<file path="src/rtl/pgx_pkg.sv">
package pgx_pkg;

    parameter int VA_W = 16;
    parameter int OFF_W = 12;
    parameter int FR_W = 3;

    localparam int PG_W = VA_W - OFF_W;
    localparam int PA_W = FR_W + OFF_W;
    localparam int N_PAGES = 1 << PG_W;

    typedef struct packed {
        logic            present;
        logic [FR_W-1:0] frame;
    } pte_t;

    typedef struct packed {
        logic            valid;
        logic            fault;
        logic [PA_W-1:0] paddr;
        logic [PG_W-1:0] fpage;
    } rsp_t;

    function automatic logic [PG_W-1:0] page_of(input logic [VA_W-1:0] va);
        return va[VA_W-1:OFF_W];
    endfunction

    function automatic logic [OFF_W-1:0] offset_of(input logic [VA_W-1:0] va);
        return va[OFF_W-1:0];
    endfunction

endpackage

</file>
<file path="src/rtl/pgx_table.sv">
module pgx_table
    import pgx_pkg::*;
(
    input  logic            clk,
    input  logic            rst,
    input  logic            wr_en,
    input  logic [PG_W-1:0] wr_page,
    input  pte_t            wr_pte,
    input  logic [PG_W-1:0] rd_page,
    output pte_t            rd_pte
);

    pte_t [N_PAGES-1:0] tbl_q;
    logic [N_PAGES-1:0] sel;

    // One-hot write select.
    always_comb begin
        sel = '0;
        if (wr_en) sel[wr_page] = 1'b1;
    end

    for (genvar g = 0; g < N_PAGES; g++) begin : g_entry
        always_ff @(posedge clk) begin
            if (rst)         tbl_q[g] <= '0;
            else if (sel[g]) tbl_q[g] <= wr_pte;
        end
    end

    // Reads see the registered entry, so a write in the same cycle is not yet visible.
    assign rd_pte = tbl_q[rd_page];

    a_r6_write_lands: assert property (@(posedge clk) disable iff (rst)
        wr_en |=> tbl_q[$past(wr_page)] == $past(wr_pte));

    a_r8_no_write_holds: assert property (@(posedge clk) disable iff (rst)
        !wr_en |=> $stable(tbl_q));

    a_r1_reset_clears: assert property (@(posedge clk)
        $past(rst) && !rst |-> tbl_q == '0);

endmodule

</file>
<file path="src/rtl/pgx_lookup.sv">
module pgx_lookup
    import pgx_pkg::*;
(
    input  logic            req_valid,
    input  logic [VA_W-1:0] req_vaddr,
    input  pte_t            pte,
    output rsp_t            rsp
);

    always_comb begin
        rsp = '0;
        if (req_valid) begin
            rsp.valid = 1'b1;
            if (pte.present) begin
                rsp.paddr = {pte.frame, offset_of(req_vaddr)};
            end else begin
                rsp.fault = 1'b1;
                rsp.fpage = page_of(req_vaddr);
            end
        end
    end

endmodule

</file>
<file path="src/rtl/pgx_rsp_reg.sv">
module pgx_rsp_reg
    import pgx_pkg::*;
(
    input  logic clk,
    input  logic rst,
    input  rsp_t d,
    output rsp_t q
);

    always_ff @(posedge clk) begin
        if (rst) q <= '0;
        else     q <= d;
    end

    a_r9_idle_quiet: assert property (@(posedge clk) disable iff (rst)
        !q.valid |-> (!q.fault && q.paddr == '0 && q.fpage == '0));

endmodule

</file>
<file path="src/rtl/paged_xlate.sv">
module paged_xlate
    import pgx_pkg::*;
(
    input  logic            clk,
    input  logic            rst,
    input  logic            tbl_we,
    input  logic [PG_W-1:0] tbl_page,
    input  logic [FR_W-1:0] tbl_frame,
    input  logic            tbl_present,
    input  logic            req_valid,
    input  logic [VA_W-1:0] req_vaddr,
    output logic            rsp_valid,
    output logic            rsp_fault,
    output logic [PA_W-1:0] rsp_paddr,
    output logic [PG_W-1:0] rsp_fault_page
);

    pte_t wr_pte;
    pte_t rd_pte;
    rsp_t rsp_d;
    rsp_t rsp_q;

    assign wr_pte = '{present: tbl_present, frame: tbl_frame};

    pgx_table u_table (
        .clk    (clk),
        .rst    (rst),
        .wr_en  (tbl_we),
        .wr_page(tbl_page),
        .wr_pte (wr_pte),
        .rd_page(page_of(req_vaddr)),
        .rd_pte (rd_pte)
    );

    pgx_lookup u_lookup (
        .req_valid(req_valid),
        .req_vaddr(req_vaddr),
        .pte      (rd_pte),
        .rsp      (rsp_d)
    );

    pgx_rsp_reg u_rsp (
        .clk(clk),
        .rst(rst),
        .d  (rsp_d),
        .q  (rsp_q)
    );

    assign rsp_valid      = rsp_q.valid;
    assign rsp_fault      = rsp_q.fault;
    assign rsp_paddr      = rsp_q.paddr;
    assign rsp_fault_page = rsp_q.fpage;

    a_r2_rsp_follows_req: assert property (@(posedge clk) disable iff (rst)
        req_valid |=> rsp_valid);

    a_r2_no_spurious_rsp: assert property (@(posedge clk) disable iff (rst)
        !req_valid |=> !rsp_valid);

    a_r3_offset_kept: assert property (@(posedge clk) disable iff (rst)
        req_valid |=> (rsp_fault || rsp_paddr[OFF_W-1:0] == $past(req_vaddr[OFF_W-1:0])));

    a_r4_fault_page: assert property (@(posedge clk) disable iff (rst)
        req_valid |=> (!rsp_fault || (rsp_fault_page == $past(req_vaddr[VA_W-1:OFF_W])
                                      && rsp_paddr == '0)));

    a_r5_hit_no_page: assert property (@(posedge clk) disable iff (rst)
        rsp_valid && !rsp_fault |-> rsp_fault_page == '0);

endmodule

</file>
<file path="config.mk">
export PLATFORM = sky130hd
export DESIGN_NAME = paged_xlate
export DESIGN_NICKNAME = d
export VERILOG_FILES = /design/src/rtl/pgx_pkg.sv /design/src/rtl/pgx_table.sv /design/src/rtl/pgx_lookup.sv /design/src/rtl/pgx_rsp_reg.sv /design/src/rtl/paged_xlate.sv
export SDC_FILE = /design/constraint.sdc
export NUM_CORES = 1
export LEC_CHECK = 0
export CAP_MARGIN = 20
export CORE_MARGIN = 4
export CORE_UTILIZATION = 40
export DETAILED_ROUTE_END_ITERATION = 8
export HOLD_SLACK_MARGIN = 0.06
export PLACE_DENSITY_LB_ADDON = 0.1
export SETUP_SLACK_MARGIN = 0.2
export SYNTH_ARGS = -nofsm -noshare
export SYNTH_HDL_FRONTEND = slang
export SYNTH_SLANG_ARGS = --single-unit
export TNS_END_PERCENT = 10
</file>
<file path="constraint.sdc">
create_clock -name clk -period 1.9 [get_ports clk]
set_input_delay 0.57 -clock clk [delete_from_list [all_inputs] [get_ports clk]]
set_output_delay 0.57 -clock clk [all_outputs]
set_load 0.05 [all_outputs]
</file>
## Word level (Yosys, flattened, before mapping)

Index checks and enable logic that the tools add are counted.

- Register bits: 85
- Output and inout bits: 21
- Logic and storage cells: 54
- Input port bits: 28

- Order comparisons: 3
- Multiplexer cells: 9
- Reduce and logical (&&, ||, !) cells: 4
- Bitwise gates (word level): 2

Operators by type and width:

| cell | count |
|---|---|
| $mux 21 | 1 |
| $bmux 4 s4 | 1 |
| $mux 16 | 1 |
| $mux 15 | 1 |
| $lt 4x5->1 const B | 2 |
| $mux 4 | 2 |
| $reduce_or 3->1 | 2 |
| $demux 1 s4 | 1 |
| $ge 4x1->1 const B | 1 |
| $mux 1 | 2 |
| $not 1->1 | 2 |
| $reduce_or 2->1 | 1 |
| $logic_and 1x1->1 | 1 |

## Logic depth before layout (Yosys ltp)

Gate-level depths: netlist of run 1.

- Depth in word-level cells: 5
- Gate-level depth with buffers: 6

## Hierarchy

From an unflattened synthesis of run 1, not the netlist that was laid out.

- Cell total of the unflattened synthesis: 426
- Area, all modules: 3881.2 um2

By module, submodules not included:

| module | cells each | instances | area an instance (um2) | sequential area each (um2) |
|---|---|---|---|---|
| pgx_table | 357 | 1 | 3085.5 | 1281.2 |
| pgx_rsp_reg | 44 | 1 | 624.3 | 420.4 |
| pgx_lookup | 25 | 1 | 171.4 | 0.0 |

## Worst setup path before layout of run 1

Ideal clock, no wire load.

- Path type: input to register
- Start: input req_vaddr[12]
- End: register u_rsp.q[18] (netlist bit)
- Arrival: 1874 ps
- Slack: -89 ps
- Required time: 1785 ps
- Stages: 6
- Cells stage by stage: buf_6 -> buf_2 -> mux4_2 -> a22oi_1 -> nand3_1 -> and2_1

- Longest elaborated chain between the ends: 4

RTL lines:

| what | line | RTL |
|---|---|---|
| from (decl) | paged_xlate.sv:11 | `input logic [VA_W-1:0] req_vaddr,` |
| $bmux 4 s4 * | pgx_table.sv:30 | `assign rd_pte = tbl_q[rd_page];` |
| $mux 4 (implied by the code) * | pgx_table.sv:30 |  |
| $not 1->1 (no line) | - |  |
| $reduce_or 3->1 (no line) | - |  |
| to (signal assigned) | pgx_rsp_reg.sv:11 | `if (rst) q <= '0;` |
| to (signal assigned) | pgx_rsp_reg.sv:12 | `else q <= d;` |
| to (decl) | pgx_rsp_reg.sv:7 | `output rsp_t q` |

Mark *: on every way between the ends. The rest lies on a longest branch, timed or not. The select of a mux whose other input is x is not followed.
A chain may end at the register's enable or synchronous reset.

## Worst setup path in the final report of run 1

- Start: input tbl_page[3]
- End: register u_table.tbl_q[12] (netlist bit)

- Longest elaborated chain between the ends: 5

RTL lines:

| what | line | RTL |
|---|---|---|
| from (decl) | paged_xlate.sv:7 | `input logic [PG_W-1:0] tbl_page,` |
| $lt 4x5->1 (implied by the code) / $ge 4x1->1 (equally long branches) | pgx_table.sv:19 | `if (wr_en) sel[wr_page] = 1'b1;` |
| $logic_and 1x1->1 (implied by the code) | pgx_table.sv:19 |  |
| $mux 1 (implied by the code) | pgx_table.sv:19 |  |
| $demux 1 s4 * | - |  |
| $mux 16 * | pgx_table.sv:19 |  |
| to (signal, indexed assignment) | pgx_table.sv:25 | `else if (sel[g]) tbl_q[g] <= wr_pte;` |
| to (decl) | pgx_table.sv:13 | `pte_t [N_PAGES-1:0] tbl_q;` |

Mark *: on every way between the ends. The rest lies on a longest branch, timed or not.

==> results.json, run 1 <==
{
  "drt_pass1_iterations": 4,
  "max_freq_mhz": 582,
  "die_x_um": 101,
  "path_clk_slew_ns": 0.09,
  "slew_violations": 0,
  "final-setup-viol-count": 0,
  "yosys-top-cells-area": "dfxtp_1 49%, mux2i_1 9.5%, mux4_2 9.0%",
  "wl_met3_um": 703,
  "wl_met2_um": 4150,
  "grt_start_max_net_pins": 65,
  "worstReg2RegStart": "u_table.tbl_q[59]$_SDFFE_PP0P_",
  "cp-end-kind": "register",
  "ys_warn_count": 0,
  "synth_top_cell_area_share_pct": 48.8,
  "n_antenna_cell": 0,
  "via_per_inst": 5.33,
  "holdPathStages": 2,
  "powerDensity_nw_per_um2": 798,
  "drc": 0,
  "fin_tns_setup_ns": 0,
  "antenna_found_initial": 0,
  "critPathRequiredTime_ns": 2.11,
  "fin_nets": 458,
  "p_leak_nw": 1.82,
  "holdBufCountCts": 0,
  "finalHoldViolCount": 0,
  "track_usage_pct": 18.4,
  "status": "finished, final reports clean",
  "reg2reg_to": "u_rsp.q[18]$_SDFF_PP0_",
  "hold_path.class": "register to register",
  "overflow": 0,
  "post_cts_buffers": 0,
  "dp_slack_ns": -0.592,
  "fin_crit_sh_pct": 90.4,
  "syn_inst": 373,
  "tritoncts": "done",
  "rows": 33,
  "syn_area_um2": 3490,
  "peakVddDrop_uv": 403,
  "cts_sinks": 85,
  "grt_pass1_vias": 2664,
  "clockBufferDepth": 2,
  "yosys.area.top_type": "dfxtp_1",
  "crit_chain": "clkdlybuf4s50_1 -> nor3b_2 -> buf_4 -> nor2b_1 -> buf_4 -> mux2i_1 -> nor2_1",
  "met1_length_um": 4310,
  "synth_nets": 401,
  "slew_headroom_pct": 53.4,
  "worst_pin_slew_ns": 0.698,
  "gp_congestion": 0.818,
  "coreArea_um2": 8340,
  "wirelength_um": 9220,
  "cp_max_fo": 4,
  "clock-skew-final_ns": 0.0117,
  "portBuffers": 48,
  "fin_ws_ns": 0.182,
  "dieArea_um2": 10300,
  "hp-start": "u_table.tbl_q[0]$_SDFFE_PP0P_",
  "final_antenna_net_count": 0,
  "whs_ns": 0.466,
  "htreeDepth": 3,
  "crit_slowest_cell": "clkdlybuf4s50_1",
  "cpMostUsedCell": "buf_4",
  "hpwl_um": 6160,
  "stdcell_area_um2": 4530,
  "cts_made_buffers": 9,
  "num_vias": 2879,
  "dpl_cell_area_um2": 4190,
  "timing.max_cap.violations": 0,
  "cp.arrival_ns": 1.92,
  "worstSetupStartpointType": "input pin",
  "syn_avg_cell_area_um2": 9.36,
  "layout-drive-gt1-share_pct": 22.1,
  "path_buf_inv": 3,
  "synth-seq-cells": 85,
  "wire_per_inst_um": 17.1,
  "reg2reg_depth": 4,
  "hold_path_end": "u_table.tbl_q[0]$_SDFFE_PP0P_",
  "regToRegSetupSlack_ns": 0.34,
  "clock_latency_ns": 0.35,
  "die_height_um": 101,
  "root_buffer": "clkbuf_8",
  "slowest_delay_ns": 0.46,
  "drt_iter0_markers": 233,
  "synth_cell_types": 20,
  "period_needed_ns": 1.72,
  "area_growth_pct": 29.7,
  "worstSetupPathType": "input pin to register",
  "synth-seq-area-share_pct": 48.8,
  "start_util_pct": 41.8,
  "path_delay_family": "buffers and inverters",
  "top_layer": "met4",
  "grt_first_pass_wirelength_um": 14500,
  "ioPinCount": 49,
  "rsz0062_at_grt": "yes"
}
-- worst register-to-register path, stage by stage, from the launching register on --
cell and delay [ns]:
dfxtp_1 0.38, mux2i_1 0.09, mux4_2 0.57, o22ai_4 0.28, and2_1 0.17
-- worst max path at each step --
stage                        startpoint  cells after the start                        endpoint  slack, ns
after floorplan           req_vaddr[12]                      6          u_rsp.q[10]$_SDFF_PP0_        0.1
after global placement    req_vaddr[12]                      6          u_rsp.q[16]$_SDFF_PP0_      -0.56
after detailed placement  req_vaddr[12]                      6          u_rsp.q[18]$_SDFF_PP0_      -0.59
after CTS                        tbl_we                      7  u_table.tbl_q[11]$_SDFFE_PP0P_       0.15
after global routing      req_vaddr[14]                      5          u_rsp.q[18]$_SDFF_PP0_       0.13
final                       tbl_page[3]                      7  u_table.tbl_q[12]$_SDFFE_PP0P_       0.18
-- placed cells by master, fill, tap and decap left out, drive strengths merged, types with 3 or more instances in the layout --
master	n
dfxtp	85
buf	51
nand2	49
a21oi	40
nor2	38
o21ai	36
mux2i	33
clkdlybuf4s50	20
and2	15
mux4	14
nand3	11
clkbuf	11
nor2b	6
nand2b	6
a22oi	3
dlymetal6s2s	3
-- through the flow --
stage               total power, mW  instances  util (%)
floorplan                      2.02        373         -
global placement               2.19        522      50.2
detailed placement             2.19        522      50.2
CTS                            3.64        540      53.8
global route                   3.74        540      54.3
finish                         3.61        540      54.3
-- cell usage after synthesis (all sizes together) --
cell / number
nand2b: 6
mux4: 14
nor2b: 6
dfxtp: 85
o22ai: 1
or3: 2
nor3b: 1
nor2: 38
mux2i: 33
a22oi: 3
buf: 3
a21oi: 40
o21ai: 36
clkbuf: 28
nand2: 49
nand3: 11
nand3b: 2
and2: 15
-- cell families (layout without fill, tap and decap cells) --
logic type | after synthesis | in the layout | synth area share, %
compound gates | 80 | 81 | 12.1
buf+inv | 31 | 92 | 3.84
flops | 85 | 85 | 48.8
mux | 47 | 47 | 18.5
simple gates | 130 | 130 | 16.8
-- state kept, by name, indices dropped and copies added (netlist names) --
name,flops
u_rsp.q,21
u_table.tbl_q,64
-- repair_timing --
item / 4_1_cts / 5_1_grt
cloned: 2 / 0
setup endpoints to repair: 37 / 64
resized for setup: 16 / 14
pin swaps: 3 / 1
hold endpoints to repair: 0 / 0
-- routing by layer --
metal,vias up,track usage [%]
met4,0,4.29
li1,1399,-
met1,1377,26.3
met2,98,28.4
met3,5,4.13
met5,-,0
-- area by class of cell --
class / instances / area [um2]
clock buffer: 11 / 141
clock inverter: 5 / 83.8
tap: 105 / 131
fill: 777 / 3810
sequential: 85 / 1700
timing repair buffer: 76 / 744
multi-input combinational: 258 / 1720
-- where the power goes --
| group | leakage [nW] | switching [mW] | internal, mW |
|---|---|---|---|
| logic | 1.03 | 0.191 | 0.164 |
| registers | 0.687 | 0.0117 | 1.80 |
| clock network | 0.106 | 0.663 | 0.780 |
No activity file was read; power rests on OpenSTA's default activity.
==> run 2, diff against run 1 <==
==> constraint.sdc (replaced) <==
create_clock -name clk -period 1.9 [get_ports clk]
set_input_delay 0.38 -clock clk [delete_from_list [all_inputs] [get_ports clk]]
set_output_delay 0.38 -clock clk [all_outputs]
set_load 0.05 [all_outputs]
==> run 2 against run 1 <==
  * First-iteration DRC count shrank 27%
  * Via count fell by 2.0%
  * Final area down 0.61%
  * Register-to-register slack worse by 0.06 ns
  * Sequential share of layout area up 0.23 points
  * Cell count increased by 0.37%
  * Global-route usage decreased by 0.27 points
  * Clock-buffer cell count grew 1
  * Critical path type is now register to primary output
  * Largest cell class is now registers
  * Highest routed layer unchanged
==> results.json, run 2 (synthesized netlist as in run 1, its figures left out) <==
{
  "status": "finished, final reports clean",
  "die_height_um": 101,
  "cp_max_fo": 1,
  "cts_sinks": 85,
  "die_x_um": 101,
  "largest_reg_flops": 64,
  "rows": 33,
  "finalPower_mw": 3.45,
  "hp-start": "rst",
  "max_freq_mhz": 543,
  "worst_pin_slew_ns": 0.681,
  "drc": 0,
  "mostFrequentLayoutCells": "85 x dfxtp_1, 49 x nand2_1, 41 x clkdlybuf4s50_1, 40 x a21oi_1, 38 x nor2_1",
  "cts_made_buffers": 9,
  "slowest_delay_ns": 0.80,
  "fin_nets": 461,
  "root_buffer": "clkbuf_8",
  "timing.max_cap.violations": 0,
  "num_vias": 2822,
  "fin_cells": 542,
  "slew_headroom_pct": 54.6,
  "dieArea_um2": 10300,
  "clockBufferDepth": 2,
  "via_per_inst": 5.21,
  "hold_path.class": "input pin to register",
  "hpwl_um": 6180,
  "clock_latency_ns": 0.36,
  "period_needed_ns": 1.84,
  "path_clk_slew_ns": 0.08,
  "path_buf_inv": 1,
  "grt_start_max_net_pins": 65,
  "wirelength_um": 8880,
  "track_usage_pct": 18.1,
  "reg.largest.list": "u_table.tbl_q: 64 flops, u_rsp.q: 21 flops",
  "stdcell_area_um2": 4500,
  "largest-register": "u_table.tbl_q",
  "start_util_pct": 41.8,
  "crit_slowest_cell": "clkdlybuf4s50_1",
  "overflow": 0,
  "ioPinCount": 49,
  "final_common_cell": "dfxtp_1",
  "worstReg2RegStart": "u_table.tbl_q[59]$_SDFFE_PP0P_",
  "place_inst": 524,
  "slew_violations": 0,
  "path_delay_family": "buffers and inverters",
  "critPathRequiredTime_ns": 1.52,
  "finalHoldViolCount": 0,
  "rsz0062_at_grt": "yes",
  "gp_congestion": 0.821,
  "crit_chain": "clkdlybuf4s50_1",
  "worstSetupPathType": "register to primary output",
  "final-setup-viol-count": 0,
  "worstSetupStartpointType": "register",
  "fin_crit_sh_pct": 96.9,
  "final_antenna_net_count": 0,
  "dpl_cell_area_um2": 4220,
  "area_growth_pct": 28.9,
  "drt_iter0_markers": 169,
  "portBuffers": 48,
  "coreArea_um2": 8340,
  "p_leak_nw": 1.81,
  "layout-drive-gt1-share_pct": 14.4,
  "fin_ws_ns": 0.0589,
  "regArea_um2": 1700,
  "grt_pass1_vias": 2742,
  "cp.arrival_ns": 1.46,
  "cp-end-kind": "primary output",
  "peakVddDrop_uv": 374,
  "grt_first_pass_wirelength_um": 14400,
  "drt_pass1_iterations": 4,
  "startpoint": "u_rsp.q[3]$_SDFF_PP0_",
  "powerDensity_nw_per_um2": 766,
  "nFillCells": 780,
  "antenna_found_initial": 0,
  "clock-skew-final_ns": 0.0160,
  "tritoncts": "done",
  "n_antenna_cell": 0,
  "htreeDepth": 3,
  "wire_per_inst_um": 16.4,
  "dp_slack_ns": -0.422,
  "holdBufCountCts": 0,
  "multi_input_area_um2": 1650
}
-- run 2: cell types whose count changed in the layout (fill, tap and decap cells not counted), moves of 2 or more --
| cell | previous run | this run |
|---|---|---|
| nand2b_1 | 4 | 6 |
| nor2_1 | 30 | 38 |
| or3_1 | 0 | 2 |
| buf_12 | 7 | 4 |
| or3_4 | 2 | 0 |
| clkdlybuf4s50_1 | 20 | 41 |
| nor2_2 | 8 | 0 |
| buf_4 | 42 | 26 |
-- run 2: report_power, final --
part / leakage [nW] / switching (mW) / total [mW] / internal (mW)
Combinational: 1.03 / 0.178 / 0.334 / 0.156
Clock: 0.0947 / 0.625 / 1.30 / 0.673
Sequential: 0.687 / 0.0115 / 1.81 / 1.80
-- run 2: layout make-up --
| cell class | count | area share, % |
|---|---|---|
| Clock inverter | 3 | 1.00 |
| Clock buffer | 12 | 3.45 |
| Tap cell | 105 | 2.92 |
| Timing Repair Buffer | 80 | 18.0 |
| Sequential cell | 85 | 37.8 |
| Multi-Input combinational cell | 257 | 36.8 |
-- run 2: per-stage QoR --
step	setup TNS (ns)	hold WS (ns)	utilization, %
2_1_floorplan	0	0.433	-
4_1_cts	0	0.372	53.8
3_5_place_dp	-8.05	0.448	50.6
6_report	0	0.384	53.9
5_1_grt	0	0.402	53.9
3_3_place_gp	-6.81	0.455	50.6
-- run 2: per-layer routing --
layer  track usage (%)  routed length, um  vias up
li1                  -                  -     1396
met5                 0                  0        -
met2              28.1               4010       93
met3              3.58                604        9
met1              25.2               4160     1324
met4              6.54                101        0
-- run 2: worst paths after layout --
path                                   endpoint  slack (ns)  depth (start not counted)
setup / recovery              rsp_fault_page[3]        0.06                          1
hold / removal           u_rsp.q[20]$_SDFF_PP0_        0.38                          3
setup reg to reg          u_rsp.q[4]$_SDFF_PP0_        0.28                          5
hold reg to reg   u_table.tbl_q[3]$_SDFFE_PP0P_        0.46                          2
-- run 2: what timing repair did --
| item | CTS | global route |
|---|---|---|
| buffers inserted | 1 | 0 |
| endpoints found under the setup margin | 40 | 32 |
| cloned | 2 | 0 |
| resized for setup | 7 | 3 |
| pin swaps | 1 | 0 |
